`src/rtl/lcd_scan_pkg.sv`:
```
package lcd_scan_pkg;

  typedef struct packed {
    logic mirror;
    logic swap;
    logic normal;
  } scan_mode_t;

  // number of slots in one frame for a given mode
  function automatic int slots_in_frame(input logic normal, input int pix, input int part);
    return (normal ? pix : part) + 1;
  endfunction

  // row address of slot `pos` for a given mode; `pix` is also the icon address
  function automatic int slot_to_row(input int pos, input scan_mode_t m,
                                     input int pix, input int part);
    int counted;
    int k;
    counted = m.normal ? pix : part;
    if (m.swap) begin
      if (pos == 0) return pix;
      k = pos - 1;
    end else begin
      if (pos == counted) return pix;
      k = pos;
    end
    return m.mirror ? (pix - 1 - k) : k;
  endfunction

endpackage

```
`src/rtl/lcd_scan_mode.sv`:
```
module lcd_scan_mode
  import lcd_scan_pkg::*;
(
  input  logic       clk,
  input  logic       rst,
  input  logic       load,
  input  scan_mode_t mode_in,
  output scan_mode_t mode_q
);
  always_ff @(posedge clk) begin
    if (rst || load) mode_q <= mode_in;
  end

  // the held mode moves only on reset or on a frame boundary
  a_r7_mode_held: assert property (@(posedge clk) disable iff (rst)
    !load |=> $stable(mode_q));
endmodule

```
`src/rtl/lcd_scan_pos.sv`:
```
module lcd_scan_pos #(
  parameter int PW = 7
) (
  input  logic          clk,
  input  logic          rst,
  input  logic          adv,
  input  logic [PW-1:0] last_pos,
  output logic [PW-1:0] pos,
  output logic          wrap,
  output logic          eof_q
);
  assign wrap = adv && (pos == last_pos);

  always_ff @(posedge clk) begin
    if (rst) begin
      pos   <= '0;
      eof_q <= 1'b0;
    end else begin
      eof_q <= wrap;
      if (wrap)     pos <= '0;
      else if (adv) pos <= pos + 1'b1;
    end
  end

  // the slot index never passes the last slot of the frame
  a_r4_pos_bound: assert property (@(posedge clk) disable iff (rst)
    pos <= last_pos);
  // a wrap is followed by the end-of-frame pulse and slot zero
  a_r6_wrap_eof: assert property (@(posedge clk) disable iff (rst)
    wrap |=> (eof_q && pos == '0));
  // no strobe, no movement
  a_r5_pos_hold: assert property (@(posedge clk) disable iff (rst)
    !adv |=> $stable(pos));
endmodule

```
`src/rtl/lcd_scan_map.sv`:
```
module lcd_scan_map
  import lcd_scan_pkg::*;
#(
  parameter int PIX_ROWS  = 67,
  parameter int PART_ROWS = 64,
  parameter int AW        = 7,
  parameter int PW        = 7
) (
  input  logic [PW-1:0] pos,
  input  scan_mode_t    mode,
  output logic [AW-1:0] row,
  output logic          icon,
  output logic [PW-1:0] last_pos
);
  always_comb begin
    row      = AW'(slot_to_row(int'(pos), mode, PIX_ROWS, PART_ROWS));
    last_pos = PW'(slots_in_frame(mode.normal, PIX_ROWS, PART_ROWS) - 1);
    if (mode.swap) icon = (pos == '0);
    else           icon = (pos == last_pos);
  end
endmodule

```
`src/rtl/lcd_row_scan.sv`:
```
module lcd_row_scan
  import lcd_scan_pkg::*;
#(
  parameter int PIX_ROWS  = 67,
  parameter int PART_ROWS = 64
) (
  input  logic                            clk,
  input  logic                            rst,
  input  logic                            row_adv,
  input  logic                            mode_mirror,
  input  logic                            mode_swap,
  input  logic                            mode_normal,
  output logic [$clog2(PIX_ROWS+1)-1:0]   row_addr,
  output logic                            icon_row,
  output logic                            frame_end
);
  localparam int AW = $clog2(PIX_ROWS + 1);
  localparam int PW = $clog2(PIX_ROWS + 1);
  localparam logic [AW-1:0] ICON_ADDR = AW'(PIX_ROWS);

  scan_mode_t      mode_in, mode_q;
  logic [PW-1:0]   pos, last_pos;
  logic            frame_wrap;

  assign mode_in = '{mirror: mode_mirror, swap: mode_swap, normal: mode_normal};

  lcd_scan_mode i_mode (
    .clk(clk), .rst(rst), .load(frame_wrap), .mode_in(mode_in), .mode_q(mode_q)
  );

  lcd_scan_pos #(.PW(PW)) i_pos (
    .clk(clk), .rst(rst), .adv(row_adv), .last_pos(last_pos),
    .pos(pos), .wrap(frame_wrap), .eof_q(frame_end)
  );

  lcd_scan_map #(.PIX_ROWS(PIX_ROWS), .PART_ROWS(PART_ROWS), .AW(AW), .PW(PW)) i_map (
    .pos(pos), .mode(mode_q), .row(row_addr), .icon(icon_row), .last_pos(last_pos)
  );

  // flag and address agree
  a_r9_icon_addr: assert property (@(posedge clk) disable iff (rst)
    icon_row == (row_addr == ICON_ADDR));
  // with swap the new frame opens on the icon row
  a_r3_swap_first: assert property (@(posedge clk) disable iff (rst)
    (frame_end && mode_q.swap) |-> icon_row);
  // without swap the wrapping slot is the icon row
  a_r1_icon_last: assert property (@(posedge clk) disable iff (rst)
    (frame_wrap && !mode_q.swap) |-> icon_row);
  // end-of-frame never lasts two cycles
  a_r6_eof_single: assert property (@(posedge clk) disable iff (rst)
    frame_end |=> !frame_end);
endmodule

```
`config.mk`:
```
export PLATFORM = sky130hd
export DESIGN_NAME = lcd_row_scan
export DESIGN_NICKNAME = d
export VERILOG_FILES = /design/src/rtl/lcd_scan_pkg.sv /design/src/rtl/lcd_scan_mode.sv /design/src/rtl/lcd_scan_pos.sv /design/src/rtl/lcd_scan_map.sv /design/src/rtl/lcd_row_scan.sv
export SDC_FILE = /design/constraint.sdc
export NUM_CORES = 1
export LEC_CHECK = 0
export CORE_MARGIN = 8
export CORE_UTILIZATION = 55
export CTS_CLUSTER_SIZE = 25
export DETAILED_ROUTE_END_ITERATION = 10
export GPL_TIMING_DRIVEN = 1
export PLACE_DENSITY_LB_ADDON = 0.08
export REMOVE_ABC_BUFFERS = 1
export SLEW_MARGIN = 10
export SYNTH_ARGS = -nofsm -noshare
export SYNTH_HDL_FRONTEND = slang
export SYNTH_SLANG_ARGS = --single-unit
```
`constraint.sdc`:
```
create_clock -name clk -period 6.4 [get_ports clk]
set_input_delay 0.64 -clock clk [delete_from_list [all_inputs] [get_ports clk]]
set_output_delay 0.64 -clock clk [all_outputs]
set_load 0.03 [all_outputs]
```
==> results of run 1 <==
## path summary, 6_finish.rpt
path	start	end	cells past startpoint
worst max-delay path	i_pos.pos[2]$_SDFFE_PP0P_	row_addr[6]	8
worst min-delay path	i_pos.pos[1]$_SDFFE_PP0P_	i_pos.pos[1]$_SDFFE_PP0P_	2
worst max register to register	i_pos.pos[2]$_SDFFE_PP0P_	i_mode.mode_q[2]$_DFFE_PP_	4
worst min register to register	i_pos.pos[1]$_SDFFE_PP0P_	i_pos.pos[1]$_SDFFE_PP0P_	2
## registers in the layout (all words and copies together) (netlist names)
signal,count
i_mode.mode_q,3
i_pos.eof_q,1
i_pos.pos,7
## placed cells by master (no fill, tap or decap), drive strengths merged, types with 2 or more instances in the layout
cell type / Yosys / routed
nand2: 16 / 16
nor2: 15 / 15
clkdlybuf4s50: 0 / 14
xnor2: 8 / 8
dfxtp: 8 / 8
inv: 6 / 6
a21oi: 5 / 5
o21ai: 4 / 4
clkbuf: 2 / 4
xor2: 3 / 3
mux2i: 3 / 3
ha: 3 / 3
edfxtp: 3 / 3
nand4: 3 / 3
nand3: 2 / 2
and3: 2 / 2
nor2b: 2 / 2
nand2b: 2 / 2
or2: 2 / 2
or4: 2 / 2
a311oi: 2 / 2
## area by class of cell
class                           instances  area, um2
Timing Repair Buffer                   14        140
Inverter                                6       22.5
Tap cell                               16       20.0
Sequential cell                        11        250
Clock buffer                            4       26.3
Multi-Input combinational cell         87        582
Fill cell                             142        483
## power groups by stage
stage                     Clock [mW]  Combinational, mW  Sequential (mW)
final                         0.0473             0.0979           0.0803
after detailed placement           0             0.0985           0.0818
after global placement             0             0.0971           0.0816
after global routing          0.0504              0.106           0.0810
after CTS                     0.0478             0.0988           0.0802
after floorplan                    0             0.0685           0.0803
## stage by stage
stage	hold slack, ns	cell area [um2]	utilization, %	cells
final	0.626	1040	68.3	138
after global routing	0.672	1040	68.3	138
after CTS	0.625	1040	68.3	138
after detailed placement	0.621	1010	66.6	134
after global placement	0.605	1010	66.6	134
after floorplan	0.561	855	-	104
## logic make-up (layout without fill, tap and decap cells)
| logic type | Yosys count | in the layout |
|---|---|---|
| AND/OR/NAND/NOR | 49 | 49 |
| AO/OA/AOI/OAI | 20 | 20 |
| XOR/XNOR | 11 | 11 |
| flip-flops | 11 | 11 |
| buffers and inverters | 11 | 24 |
| multiplexers | 4 | 4 |
| adder cells (fa/ha/maj) | 3 | 3 |
## layer usage
| metal | share of wire (%) | routed length, um | up-vias | global-route usage, % |
|---|---|---|---|---|
| met5 | 0 | 0 | - | 0 |
| li1 | - | - | 414 | - |
| met4 | 1.4 | 25 | 0 | 6.19 |
| met3 | 3.2 | 60 | 2 | 2.25 |
| met1 | 45 | 838 | 379 | 13.8 |
| met2 | 50 | 926 | 11 | 21.7 |
## worst reg2reg max path, delay by kind of cell, from the launching register on
kind,cells,cell delay (ns)
and+or+nand+nor,4,1.22
DFF,1,0.43
==> reports/metrics.csv, run 1 <==
metric,value,unit
num_vias,806,
period_share,62.3,%
ys_seq_area_share,27.9,%
crit_family,compound AO/OA/AOI/OAI gates,
syn_area,897,um2
cpPeakStageDelay,0.70,ns
worstPathRequired,5.76,ns
placementRows,14,
grt_pass1_wl,3360,um
critPathBufInv,1,
sw_frac_of_total,36.5,%
io-pin-count,15,
synth.most_common_cell,nand2_1,
drive_above_1_share,11.5,%
synth_xor_xnor_area_share,10.7,%
slew_violations,0,
cts_htree_levels,1,
grt_antenna_before_repair,0,
p_comb_share,43.4,%
hold_viol_final,0,
dpl.hpwl,1450,um
synth_cells,109,
hp-class,reg2reg,
die_h,56.4,um
synth_top_family_by_area,simple AND/OR/NAND/NOR gates,
power.internal,0.143,mW
wirelength,1850,um
yosysTopAreaCell,dfxtp_1,
r2r_setup_slack,4.42,ns
finClkSkew,0.00403,ns
grt_max_degree,13,
cellPowerDensity,217,nW/um2
ys_ff_latch,11,
cp_cell_sequence,nor4_2 > a31o_2 > o32a_2 > nand4_2 > nor2_2 > mux2_4 > a311oi_2 > clkdlybuf4s50_1,
firstDrtPassIters,4,
ant_nets,0,
die-area,3180,um2
cts_sinks,11,
drt-initial-drc-count,8,
num_antenna_cells,0,
grt_usage,12.4,%
synthArstFlopShare,0,%
setup_viol,0,
synth_area_leaders,"dfxtp_1 18%, edfxtp_1 10%, xnor2_1 7.8%, nand2_1 6.7%, nor2_1 5.9%",
status,"complete, no violations",
postCtsSetupBuffers,0,
areaGrowthSynthToFinish,16.0,%
clk_pin_slew,0.07,ns
total_power,0.226,mW
synth_ff_type,dfxtp_1,
synth-edff-count,3,
cts-buffers-inserted,3,
clk_latency,0.27,ns
die_x,56.4,um
cts_buffer_depth,2,
period_minus_slack,3.98,ns
final_nets,132,
rsz0062_at_grt,false,
coreArea,1520,um2
p_sw,0.0823,mW
clock_power_share,21.0,%
p_leak,0.398,nW
grt_pass1_vias,790,
routed_via_density,5.84,
drcViolationCount,0,
syn_avg_cell_area,8.23,um2
setup_tns,0,ns
synthAdderAreaFrac,4.18,%
hold_buffers,0,
cp-start-kind,flip-flop,
crit_path_end_kind,output port,
tritoncts,yes,
cp_max_fo,12,
synth_compound_area_share,16.9,%
worst_pin_slew,0.509,ns
cts-resized-gates,0,
path_class,reg2out,
dp_slack,2.70,ns
avgRoutedWirePerCell,13.4,um
fmax,0.251,GHz
setup_slack,2.42,ns
muxShareOfSynthArea,5.02,%
cts-root-buf,clkbuf_4,
cap_violations,0,
port_buffers,14,
arrival,3.34,ns
yosys.area_share.simple,28.0,%
grt-ovfl-total,0,
start_util,58.9,%
yosysWarnings,0,
seq_power_share,35.6,%
gp_congestion,0.852,
relSlewSlack,65.8,%
peakVddDrop,0.148,mV
ys_types,42,
critPathSlowestCell,clkdlybuf4s50_1,
ys_top_cells_by_count,"16 x nand2_1, 14 x nor2_1, 8 x dfxtp_1, 8 x xnor2_1, 6 x inv_1",
netlist.area_leader.share,17.9,%
Power figures use the tool's default switching activity.
==> inputs of run 2 (changes only) <==
--- a/config.mk
+++ b/config.mk
@@ -6,7 +6,7 @@
 export NUM_CORES = 1
 export LEC_CHECK = 0
 export CORE_MARGIN = 8
-export CORE_UTILIZATION = 55
+export CORE_UTILIZATION = 51
 export CTS_CLUSTER_SIZE = 25
 export DETAILED_ROUTE_END_ITERATION = 10
 export GPL_TIMING_DRIVEN = 1
==> constraint.sdc (replaced) <==
create_clock -name clk -period 4 [get_ports clk]
set_input_delay 0.4 -clock clk [delete_from_list [all_inputs] [get_ports clk]]
set_output_delay 0.4 -clock clk [all_outputs]
set_load 0.03 [all_outputs]
==> run 2 against run 1 <==
  * Final area up 0.96%
  * Combinational power grew 60%
  * Register-to-register slack worse by 2.3 ns
  * Hold slack gained 0.0011 ns
  * Critical path type unchanged
  * Largest cell class unchanged
==> reports/metrics.csv, run 2 (same netlist as run 1, synthesis figures left out) <==
metric,value,unit,change
endpoint,row_addr[6],,
firstDrtPassIters,4,,unchanged
drt-initial-drc-count,26,,+18
crit_path_end_kind,output port,,
p_leak,0.404,nW,+1.5%
design_area,1050,um2,+0.96%
port_buffers,14,,unchanged
slew_violations,0,,unchanged
grt_pass1_vias,748,,-5.3%
num_vias,794,,-1.5%
peakVddDrop,0.272,mV,+84%
period_minus_slack,3.74,ns,
cts_htree_levels,1,,unchanged
final_nets,132,,unchanged
r2r_setup_slack,2.10,ns,-2.32 ns
multiInputGateArea,591,um2,+1.5%
fillers,157,,+11%
fmax,0.267,GHz,
final_common_cell,nand2_1,,
hp-class,reg2reg,,
drive_above_1_share,11.5,%,unchanged
setup_tns,0,ns,unchanged
regArea,250,um2,unchanged
critPathSlowestCell,clkdlybuf4s50_1,,
path_class,reg2out,,
grt_max_degree,13,,unchanged
cts-buffers-inserted,3,,unchanged
tritoncts,yes,,
setup_viol,0,,unchanged
avgRoutedWirePerCell,13.3,um,-0.99%
clk_pin_slew,0.06,ns,about the same
clk_latency,0.26,ns,about the same
arrival,3.34,ns,about the same
total_power,0.357,mW,+58%
period_share,93.5,%,
hold_buffers,0,,unchanged
cp.depth,10,,+2
wirelength,1850,um,-0.27%
coreArea,1690,um2,+11%
routed_via_density,5.71,,-2.2%
largest_reg_flops,7,,unchanged
cts_sinks,11,,unchanged
relSlewSlack,68.5,%,+2.7 points
cts-root-buf,clkbuf_4,,
reg2reg_depth,4,,unchanged
max_flop_register,i_pos.pos,,
num_antenna_cells,0,,unchanged
holdWs,0.627,ns,+0.00106 ns
final_cell_mix,"16 x nand2_1, 14 x nor2_1, 14 x clkdlybuf4s50_1",,
gp_congestion,0.897,,+5.2%
dpl.hpwl,1440,um,-0.41%
die-area,3360,um2,+5.6%
worst_pin_slew,0.472,ns,-0.0371 ns
placementRows,15,,+1
cp_max_fo,11,,-1
grt_pass1_wl,3240,um,-3.7%
critPathBufInv,2,,+1
grt_usage,12.0,%,-0.36 points
die_h,57.9,um,+2.8%
cts-resized-gates,0,,unchanged
crit_family,buffers and inverters,,
hp-start,i_pos.pos[1]$_SDFFE_PP0P_,,
worstPathRequired,3.60,ns,-2.16 ns
cp-start-kind,flip-flop,,
cpPeakStageDelay,0.72,ns,+0.02 ns
reg_top3,"i_pos.pos x7, i_mode.mode_q x3, i_pos.eof_q x1",,
ant_nets,0,,unchanged
startpoint,i_pos.pos[0]$_SDFFE_PP0P_,,
cp_cell_sequence,inv_1 > ha_1 > nand2_1 > a311oi_1 > a21oi_1 > nand4_2 > nor2_2 > mux2_4 > a311oi_2 > clkdlybuf4s50_1,,
regToRegEndpoint,i_mode.mode_q[0]$_DFFE_PP_,,
hold_viol_final,0,,unchanged
postCtsSetupBuffers,0,,unchanged
r2r-start,i_pos.pos[2]$_SDFFE_PP0P_,,
cts_buffer_depth,2,,unchanged
grt-ovfl-total,0,,unchanged
start_util,53.1,%,-5.8 points
status,"complete, no violations",,
die_x,57.9,um,+2.8%
finClkSkew,0.00157,ns,-0.00247 ns
io-pin-count,15,,unchanged
areaGrowthSynthToFinish,17.2,%,
rsz0062_at_grt,false,,
drcViolationCount,0,,unchanged
grt_antenna_before_repair,0,,unchanged
cap_violations,0,,unchanged
cellPowerDensity,339,nW/um2,+57%
dpl_cell_area,1020,um2,+0.12%
-- run 2: cell counts in the layout (fill, tap and decap cells not counted) --
Identical to the previous run, type by type.
-- run 2: area by class of cell --
cell class	instances	area share, %
multi-input cells	87	56.2
flip-flops and latches	11	23.8
well taps	17	2.02
inverters	6	2.14
repair buffers	14	13.3
clock buffers	4	2.50
-- run 2: per-layer routing --
| metal | global-route usage (%) | wire [um] | share of wire, % | vias to the layer above |
|---|---|---|---|---|
| met4 | 6.29 | 25 | 1.4 | 0 |
| met3 | 2.43 | 44 | 2.4 | 4 |
| met5 | 0 | 0 | 0 | - |
| met2 | 19.1 | 883 | 48 | 12 |
| li1 | - | - | - | 409 |
| met1 | 14.8 | 892 | 48 | 369 |
-- run 2: worst min-delay path by stage --
| stage | slack [ns] | cells past startpoint | end |
|---|---|---|---|
| after floorplan | 0.47 | 1 | i_pos.eof_q$_SDFF_PP0_ |
| after global placement | 0.60 | 2 | i_pos.pos[1]$_SDFFE_PP0P_ |
| after detailed placement | 0.61 | 2 | i_pos.pos[1]$_SDFFE_PP0P_ |
| after CTS | 0.62 | 2 | i_pos.pos[1]$_SDFFE_PP0P_ |
| after global routing | 0.68 | 2 | i_pos.pos[1]$_SDFFE_PP0P_ |
| final | 0.63 | 2 | i_pos.pos[1]$_SDFFE_PP0P_ |
-- run 2: tightest hold or removal path: stages, from the launching register on --
cell	delay, ns
dfxtp_1	0.38
mux2i_1	0.16
nor2_1	0.05
-- run 2: where the power goes --
group          internal (mW)  switching, mW
combinational         0.0712         0.0857
clock                 0.0385         0.0326
sequential             0.119        0.00928
-- run 2: stage by stage --
stage	setup WS [ns]	cells	util (%)
floorplan	1.13	104	-
global placement	0.507	135	60.1
detailed placement	0.458	135	60.1
CTS	0.150	139	61.7
global route	0.0728	139	62.2
finish	0.259	139	62.2
==> inputs of run 3 (changes only) <==
==> constraint.sdc (replaced) <==
create_clock -name clk -period 4 [get_ports clk]
set_input_delay 0.8 -clock clk [delete_from_list [all_inputs] [get_ports clk]]
set_output_delay 0.8 -clock clk [all_outputs]
set_load 0.03 [all_outputs]
==> run 3 against run 2 <==
  * First-iteration DRC count shrank 69%
  * Count of clock-buffer cells in the layout is the same
  * Die area is the same
  * Utilization grew 2.1 points
  * Clock skew grew 0.0024 ns
  * Final cell count grew 3.6%
  * Sequential power is essentially flat
  * Register-to-register slack gained 0.03 ns
  * Sequential share of layout area shrank 0.79 points
  * Highest routed layer unchanged
==> reports/metrics.csv, run 3 (same netlist as run 1, synthesis figures left out) <==
metric,value,unit,change
cp_cell_sequence,inv_1 > ha_1 > a31o_2 > o32a_2 > nand4_2 > nand2_1 > xor2_1 > mux2i_1 > clkdlybuf4s50_1,,
met2_usage,23.4,%,+4.3 points
met3_usage,2.87,%,+0.44 points
cellPowerDensity,334,nW/um2,-1.7%
dpl.hpwl,1590,um,+10%
p_leak,0.430,nW,+6.4%
hp-start,i_pos.pos[0]$_SDFFE_PP0P_,,
die-area,3360,um2,unchanged
status,"complete, no violations",,
final_common_cell,nand2_1,,
critPathBufInv,2,,unchanged
reg_top3,"i_pos.pos x7, i_mode.mode_q x3, i_pos.eof_q x1",,
cap_violations,0,,unchanged
firstDrtPassIters,4,,unchanged
gp_congestion,0.835,,-6.8%
peakVddDrop,0.233,mV,-14%
grt-ovfl-total,0,,unchanged
top_usage_layer,met2,,
hold_end,i_pos.pos[0]$_SDFFE_PP0P_,,
cp_max_fo,9,,-2
cts-root-buf,clkbuf_4,,
arrival,2.99,ns,-0.35 ns
clk_pin_slew,0.07,ns,about the same
r2r_setup_slack,2.13,ns,+0.03 ns
grt_usage,13.0,%,+0.99 points
final_nets,137,,+3.8%
cp-start-kind,flip-flop,,
cts-buffers-inserted,3,,unchanged
rsz0062_at_grt,false,,
drt-initial-drc-count,8,,-69%
holdPathStages,2,,unchanged
hold_viol_final,0,,unchanged
cts_buffer_depth,2,,unchanged
fmax,0.264,GHz,-1.2%
cts_sinks,11,,unchanged
port_buffers,14,,unchanged
worstPathRequired,3.20,ns,-0.40 ns
r2r-start,i_pos.pos[4]$_SDFFE_PP0P_,,
areaGrowthSynthToFinish,21.2,%,
tritoncts,yes,,
routed_via_density,5.79,,+1.4%
dpl_cell_area,1050,um2,+3.7%
regToRegEndpoint,i_mode.mode_q[1]$_DFFE_PP_,,
cts_htree_levels,1,,unchanged
grt_util_met1,14.3,%,-0.55 points
largest_reg_flops,7,,unchanged
num_vias,834,,+5.0%
io-pin-count,15,,unchanged
clk_latency,0.26,ns,about the same
path_class,reg2out,,
period_minus_slack,3.79,ns,+0.0467 ns
grt_pass1_vias,827,,+11%
ant_nets,0,,unchanged
die_x,57.9,um,unchanged
die_h,57.9,um,unchanged
critPathSlowestCell,clkdlybuf4s50_1,,
setup_tns,0,ns,unchanged
worst_pin_slew,0.471,ns,-0.000909 ns
postCtsSetupBuffers,0,,unchanged
holdWs,0.608,ns,-0.0190 ns
crit_path_end_kind,output port,,
wirelength,1970,um,+6.6%
start_util,53.1,%,unchanged
finClkSkew,0.00401,ns,+0.00244 ns
period_share,94.7,%,+1.2 points
grt_antenna_before_repair,0,,unchanged
max_flop_register,i_pos.pos,,
crit_family,buffers and inverters,,
cpPeakStageDelay,0.68,ns,-0.04 ns
placementRows,15,,unchanged
grt_max_degree,12,,-1
relSlewSlack,68.2,%,-0.31 points
design_area,1090,um2,+3.5%
drcViolationCount,0,,unchanged
drive_above_1_share,15.0,%,+3.5 points
grt_pass1_wl,3590,um,+11%
avgRoutedWirePerCell,13.7,um,+2.9%
hp-class,reg2reg,,
num_antenna_cells,0,,unchanged
final_cell_mix,"16 x nand2_1, 14 x nor2_1, 13 x clkdlybuf4s50_1",,
setup_viol,0,,unchanged
slew_violations,0,,unchanged
coreArea,1690,um2,unchanged
reg2reg_depth,4,,unchanged
run 3: cell types whose count changed in the layout (fill, tap and decap cells not counted), sizes merged:
cell	change
buf	+5
clkdlybuf4s50	-1
dlygate4sd2	+1
run 3: layer usage:
| layer | share of wire [%] | up-vias |
|---|---|---|
| met4 | 1.4 | 0 |
| met2 | 49 | 19 |
| met3 | 3.9 | 4 |
| met1 | 45 | 391 |
| met5 | 0 | - |
| li1 | - | 420 |
run 3: layout make-up:
class | count | area, um2
Clock buffer | 4 | 26.3
Fill cell | 158 | 602
Inverter | 6 | 22.5
Multi-Input combinational cell | 87 | 591
Sequential cell | 11 | 250
Tap cell | 17 | 21.3
Timing Repair Buffer | 19 | 176
run 3: through the flow:
step	util [%]	setup WS (ns)	cells	power (mW)
after CTS	64.4	0.193	144	0.366
after detailed placement	62.4	0.169	140	0.294
after global placement	62.4	0.251	140	0.292
final	64.4	0.212	144	0.363
after floorplan	-	0.733	104	0.238
after global routing	64.4	0.0473	144	0.385
run 3: report_power, final:
part / switching (mW) / internal [mW]
registers: 0.00620 / 0.119
logic: 0.0902 / 0.0741
clock network: 0.0344 / 0.0386
run 3: worst min-delay path, delay by kind of cell, from the launching register on:
kind	cells	cell delay, ns
flops	1	0.37
xor+xnor	1	0.16
simple gates	1	0.04
run 3: worst max-delay path by stage:
stage | from | end | slack, ns | cells after the start
after detailed placement | i_pos.pos[4]$_SDFFE_PP0P_ | row_addr[6] | 0.17 | 8
after floorplan | i_pos.pos[0]$_SDFFE_PP0P_ | row_addr[6] | 0.73 | 7
after CTS | i_pos.pos[0]$_SDFFE_PP0P_ | row_addr[6] | 0.19 | 8
after global routing | i_pos.pos[1]$_SDFFE_PP0P_ | row_addr[5] | 0.05 | 9
final | i_pos.pos[0]$_SDFFE_PP0P_ | row_addr[5] | 0.21 | 9
after global placement | i_pos.pos[4]$_SDFFE_PP0P_ | row_addr[6] | 0.25 | 8
run 3: repair_timing:
action,in CTS,in global routing
hold buffers,0,0
setup endpoints to repair,1,0
hold endpoints to repair,0,0
gates resized for setup,2,0
